--- src/rtl/dispatch_pkg.sv ---
package dispatch_pkg;
  typedef enum logic [2:0] {
    ST_IDLE,
    ST_FILL,
    ST_WAIT,
    ST_FOUND,
    ST_EXHAUST
  } disp_state_t;
endpackage

--- src/rtl/dispatch_fill_seq.sv ---
module dispatch_fill_seq #(
  parameter int NUM_CORES = 4,
  parameter int SLOTS     = 83
) (
  input  logic                 clk,
  input  logic                 rst_n,
  input  logic                 run,
  output logic                 first,
  output logic                 last,
  output logic [NUM_CORES-1:0] load
);
  localparam int CORE_W = (NUM_CORES > 1) ? $clog2(NUM_CORES) : 1;
  localparam int SLOT_W = (SLOTS > 1) ? $clog2(SLOTS) : 1;

  logic [CORE_W-1:0] core_idx;
  logic [SLOT_W-1:0] slot_idx;
  logic              core_end;

  assign core_end = (slot_idx == SLOT_W'(SLOTS - 1));
  assign last     = run && core_end && (core_idx == CORE_W'(NUM_CORES - 1));
  assign first    = run && (slot_idx == '0) && (core_idx == '0);

  always_ff @(posedge clk) begin
    if (!rst_n || !run) begin
      core_idx <= '0;
      slot_idx <= '0;
    end else if (core_end) begin
      slot_idx <= '0;
      core_idx <= last ? '0 : core_idx + 1'b1;
    end else begin
      slot_idx <= slot_idx + 1'b1;
    end
  end

  for (genvar g = 0; g < NUM_CORES; g++) begin : g_load
    assign load[g] = run && (core_idx == CORE_W'(g));
  end
endmodule

--- src/rtl/dispatch_match_capture.sv ---
module dispatch_match_capture #(
  parameter int NUM_CORES = 4,
  parameter int SLOTS     = 83,
  parameter int OFF_W     = 32,
  localparam int SLOT_W   = (SLOTS > 1) ? $clog2(SLOTS) : 1
) (
  input  logic                        clk,
  input  logic                        rst_n,
  input  logic                        clear,
  input  logic                        enable,
  input  logic [NUM_CORES-1:0]        match,
  input  logic [NUM_CORES*SLOT_W-1:0] match_slot,
  input  logic [OFF_W-1:0]            base,
  output logic                        hit_now,
  output logic                        found,
  output logic [OFF_W-1:0]            offset
);
  logic [OFF_W-1:0]  sel_core;
  logic [SLOT_W-1:0] sel_slot;
  logic [OFF_W-1:0]  offset_now;

  // lowest index wins: scan downward so the last assignment is the lowest
  always_comb begin
    sel_core = '0;
    sel_slot = '0;
    for (int i = NUM_CORES - 1; i >= 0; i--) begin
      if (match[i]) begin
        sel_core = OFF_W'(i);
        sel_slot = match_slot[i*SLOT_W +: SLOT_W];
      end
    end
  end

  assign hit_now    = enable && (|match);
  assign offset_now = base + sel_core * OFF_W'(SLOTS) + OFF_W'(sel_slot);

  always_ff @(posedge clk) begin
    if (!rst_n || clear) begin
      found  <= 1'b0;
      offset <= '0;
    end else if (hit_now && !found) begin
      found  <= 1'b1;
      offset <= offset_now;
    end
  end
endmodule

--- src/rtl/batch_dispatch_ctrl.sv ---
module batch_dispatch_ctrl #(
  parameter int NUM_CORES = 4,
  parameter int SLOTS     = 83,
  parameter int OFF_W     = 32,
  localparam int SLOT_W   = (SLOTS > 1) ? $clog2(SLOTS) : 1
) (
  input  logic                        clk,
  input  logic                        rst_n,
  input  logic                        start,
  output logic                        gen_en,
  input  logic                        gen_done,
  input  logic [OFF_W-1:0]            gen_count,
  output logic [NUM_CORES-1:0]        core_load,
  output logic                        core_slot_valid,
  input  logic [NUM_CORES-1:0]        core_busy,
  input  logic [NUM_CORES-1:0]        core_match,
  input  logic [NUM_CORES*SLOT_W-1:0] core_match_slot,
  output logic                        res_valid,
  input  logic                        res_ready,
  output logic                        res_found,
  output logic [OFF_W-1:0]            res_offset
);
  import dispatch_pkg::*;

  disp_state_t      state_q, state_d;
  logic             fill_run, fill_first, fill_last;
  logic             arm_q;
  logic [OFF_W-1:0] base_q;
  logic             cap_clear, cap_en, cap_hit, cap_found;
  logic [OFF_W-1:0] cap_off;

  assign fill_run  = (state_q == ST_FILL);
  assign cap_clear = (state_q == ST_IDLE) && start;
  assign cap_en    = fill_run || (state_q == ST_WAIT);

  dispatch_fill_seq #(.NUM_CORES(NUM_CORES), .SLOTS(SLOTS)) u_seq (
    .clk   (clk),
    .rst_n (rst_n),
    .run   (fill_run),
    .first (fill_first),
    .last  (fill_last),
    .load  (core_load)
  );

  dispatch_match_capture #(.NUM_CORES(NUM_CORES), .SLOTS(SLOTS), .OFF_W(OFF_W)) u_cap (
    .clk        (clk),
    .rst_n      (rst_n),
    .clear      (cap_clear),
    .enable     (cap_en),
    .match      (core_match),
    .match_slot (core_match_slot),
    .base       (base_q),
    .hit_now    (cap_hit),
    .found      (cap_found),
    .offset     (cap_off)
  );

  always_comb begin
    state_d = state_q;
    case (state_q)
      ST_IDLE:  if (start) state_d = ST_FILL;
      ST_FILL:  if (fill_last) state_d = ST_WAIT;
      ST_WAIT: begin
        if (cap_found || cap_hit)            state_d = ST_FOUND;
        else if (arm_q && !(|core_busy))     state_d = gen_done ? ST_EXHAUST : ST_FILL;
      end
      ST_FOUND, ST_EXHAUST: if (res_ready) state_d = ST_IDLE;
      default:  state_d = ST_IDLE;
    endcase
  end

  always_ff @(posedge clk) begin
    if (!rst_n) begin
      state_q <= ST_IDLE;
      arm_q   <= 1'b0;
      base_q  <= '0;
    end else begin
      state_q <= state_d;
      arm_q   <= (state_q == ST_WAIT);
      if (fill_first) base_q <= gen_count;
    end
  end

  assign gen_en          = fill_run;
  assign core_slot_valid = fill_run && !gen_done;
  assign res_valid       = (state_q == ST_FOUND) || (state_q == ST_EXHAUST);
  assign res_found       = (state_q == ST_FOUND);
  assign res_offset      = (state_q == ST_FOUND) ? cap_off : '0;
endmodule

--- config.mk ---
export PLATFORM = sky130hd
export DESIGN_NAME = batch_dispatch_ctrl
export DESIGN_NICKNAME = d
export VERILOG_FILES = /design/src/rtl/dispatch_pkg.sv /design/src/rtl/dispatch_fill_seq.sv /design/src/rtl/dispatch_match_capture.sv /design/src/rtl/batch_dispatch_ctrl.sv
export SDC_FILE = /design/constraint.sdc
export NUM_CORES = 1
export LEC_CHECK = 0
export ABC_AREA = 1
export CAP_MARGIN = 20
export CORE_ASPECT_RATIO = 0.5
export CORE_UTILIZATION = 40
export CTS_CLUSTER_SIZE = 30
export DETAILED_ROUTE_END_ITERATION = 8
export DONT_BUFFER_PORTS = 1
export SKIP_LAST_GASP = 1
export SYNTH_ARGS = -nofsm -noshare
export SYNTH_HDL_FRONTEND = slang
export SYNTH_SLANG_ARGS = --single-unit
--- constraint.sdc ---
create_clock -name clk -period 8.9 [get_ports clk]
set_input_delay 1.78 -clock clk [delete_from_list [all_inputs] [get_ports clk]]
set_output_delay 1.78 -clock clk [all_outputs]
set_load 0.01 [all_outputs]
==> flow_metrics.tcl <==
set metrics [dict create \
    setup_ws_ps 3860 \
    num_vias 4730 \
    clock-sinks 78 \
    post-route-period-util 0.567 \
    timing.fmax_mhz 198 \
    postCtsSetupBuffers 0 \
    grt_use_total 0.209 \
    drcViolationCount 0 \
    crit_top_cell "inv_1" \
    hold_violations 0 \
    h-tree-depth 3 \
    synthFlopType "dfxtp_1" \
    cts-resized-gates 0 \
    clockBufferDepth 2 \
    endpoint_kind "flop" \
    leakage_nw 2.34 \
    synth-seq-cells 78 \
    viasPerCell 5.05 \
    hold_start "u_cap.offset[0]$_SDFFE_PP0P_" \
    powerDensity_nw_per_um2 289 \
    crit_start "core_match[3]" \
    async_flop_share 0 \
    postLayoutCellArea_um2 5370 \
    p_total_mw 1.55 \
    cts.clk_slew.worst_paths_ps 60 \
    worst-setup-path-type "in2reg" \
    place_congestion 0.877 \
    ir_worst_vdd_mv 0.0956 \
    dpl.hpwl_mm 9.87 \
    postRouteWirelength_mm 13.2 \
    grt_start_max_net_pins 59 \
    netlist_area_um2 5000 \
    area_delta_synth_final_pct 7.48 \
    initial_utilization 0.417 \
    nFillCells 1264 \
    rr_startpoint "base_q[1]$_SDFFE_PN0P_" \
    critPathRequiredTime_ps 9140 \
    start_kind "primary input" \
    place_area_um2 5060 \
    layout_commonest_cell "inv_1" \
    die_w_um 160 \
    cp_top_family "adder cells" \
    synth_cells 780 \
    die_area_um2 13000 \
    cts_hold_buf 0 \
    finalSetupViolations 0 \
    synth.avg_cell_area_um2 6.41 \
    grt_pass1_vias 4211 \
    rsz0062_at_grt "no" \
    nets 868 \
    layout-drive-gt1-share 0.0466 \
    overflow 0 \
    cts_buffers 9 \
    yosysSeqAreaShare 0.312 \
    status "complete, no violations" \
    synth-edff-count 0 \
    finClkSkew_ps 9.06 \
    drt_pass1_iterations 5 \
    swShare 0.409 \
    pwr-share-comb 0.388 \
    yosysWarningCount 0 \
    cts_tree "done" \
    intPower_mw 0.917 \
    yosysUniqueCellTypes 35 \
    final.min_clock_period_ps 5040 \
    diodes 0 \
    worst_slew_pin_slew_ps 734 \
    mostFrequentLayoutCells "inv_1, nand2_1, nor2_1" \
    slowest_stage "a21oi_1" \
    grt_pass1_wl_mm 21.0 \
    max_stage_delay_ps 540 \
    row_count 28 \
    ios 113 \
    critPathArrivalTime_ps 5280 \
    worstPathCellList "inv_1, nor2_1, inv_1, a21oi_1, inv_1, ha_1, fa_1, inv_1, ha_1, inv_1, fa_1, inv_1, nand3_1, nand3_1, nand2_1, nand2_1, nand2_1, nand2_1, nand3_1, nand2_1, inv_1" \
    core_um2 12000 \
    drt.antenna.violating_nets 0 \
    p_sw_mw 0.634 \
    dr.first_iter.drc_count 286 \
    hold_class "reg2reg" \
    wl_per_cell_um 14.1 \
    clk_latency_ps 340 \
    crit_fanout 8 \
    syn_nets 879 \
    die_h_um 81.0 \
    path_buf_inv 7 \
    utilization 0.448 \
    seqPwrFrac 0.357 \
    setup_tns_ps 0 \
    slew_viol_final 0 \
    port_buffers 0 \
    cap_viol_max_count 0 \
    clkPwrFrac 0.255 \
    place_ws_ps 3520 \
    maxSlewHeadroom 0.510 \
    grt_antenna_before_repair 0 \
    cts_root_buf "clkbuf_16" \
]
-- layout make-up --
cell class	instances	area [um2]	area share
Inverter	153	579	0.108
Sequential cell	78	1560	0.291
Clock buffer	10	239	0.0445
Multi-Input combinational cell	524	2690	0.501
Clock inverter	4	72.6	0.0135
Timing Repair Buffer	3	22.5	0.00419
Tap cell	165	206	0.0384
-- power groups by stage --
stage	clock network, mW	registers (mW)	logic, mW
2_1_floorplan	0	0.532	0.506
3_3_place_gp	0	0.559	0.593
3_5_place_dp	0	0.560	0.602
4_1_cts	0.402	0.553	0.606
5_1_grt	0.419	0.570	0.695
6_report	0.395	0.554	0.602
-- per-layer routing --
layer | wire length, um | up-vias | share of wire | GRT usage
met4 | 178 | 0 | 0.013 | 0.0514
met3 | 853 | 12 | 0.065 | 0.0511
met2 | 5800 | 145 | 0.44 | 0.348
li1 | - | 2426 | - | -
met5 | 0 | - | 0 | 0
met1 | 6360 | 2147 | 0.48 | 0.275
-- final timing paths --
path	end	depth (start not counted)	slack, ps
setup / recovery	u_cap.offset[29]$_SDFFE_PP0P_	21	3860
hold / removal	u_cap.offset[0]$_SDFFE_PP0P_	2	450
setup reg to reg	u_cap.offset[29]$_SDFFE_PP0P_	16	6350
hold reg to reg	u_cap.offset[0]$_SDFFE_PP0P_	2	450
-- worst reg2reg max path, cell delays in order, from the launching register on --
cell     delay, ps
dfxtp_1        310
inv_1           80
fa_1           480
inv_1           70
ha_1           190
inv_1           60
fa_1           400
inv_1           90
nand3_1         60
nand3_1        160
nand2_1        100
nand2_1        140
nand2_1         80
nand2_1         70
nand3_1         60
nand2_1         80
inv_1           30
-- synthesized netlist by cell type (2+ instances only) --
cell type | instances | area [um2]
dfxtp_1 | 78 | 1560
a21oi_1 | 70 | 350
o21ai_1 | 3 | 15.0
inv_1 | 150 | 563
nor2_1 | 114 | 428
buf_4 | 3 | 22.5
nand2_1 | 139 | 522
inv_2 | 2 | 7.51
clkbuf_1 | 7 | 26.3
nand3_2 | 2 | 20.0
buf_2 | 7 | 35.0
o21ai_0 | 63 | 315
fa_1 | 8 | 160
nand4_1 | 4 | 25.0
nand3_1 | 64 | 320
nor3_1 | 5 | 25.0
xor2_1 | 7 | 61.3
a221oi_1 | 7 | 61.3
nand2_2 | 4 | 25.0
nor2_2 | 4 | 25.0
buf_6 | 7 | 78.8
ha_1 | 18 | 225
nor3b_1 | 2 | 15.0
-- flip-flops by register name, indices dropped and copies added (netlist names) --
name            cells
base_q             32
u_cap.offset       32
u_seq.slot_idx      7
state_q             3
u_seq.core_idx      2
arm_q               1
u_cap.found         1
-- logic make-up (layout without fill, tap and decap cells) --
group                    after synthesis  count (layout)  synth area share
AO/OA/AOI/OAI                        146             146             0.153
adder cells (fa/ha/maj)               26              26            0.0771
XOR/XNOR                               8               8            0.0140
AND/OR/NAND/NOR                      344             344             0.294
buffers and inverters                178             170             0.149
flip-flops                            78              78             0.312
-- metrics by stage --
stage | cells | hold slack, ps
2_1_floorplan | 780 | 417
3_3_place_gp | 923 | 434
3_5_place_dp | 923 | 449
4_1_cts | 937 | 457
5_1_grt | 937 | 484
6_report | 937 | 451
(Power assumes the default switching activity.)
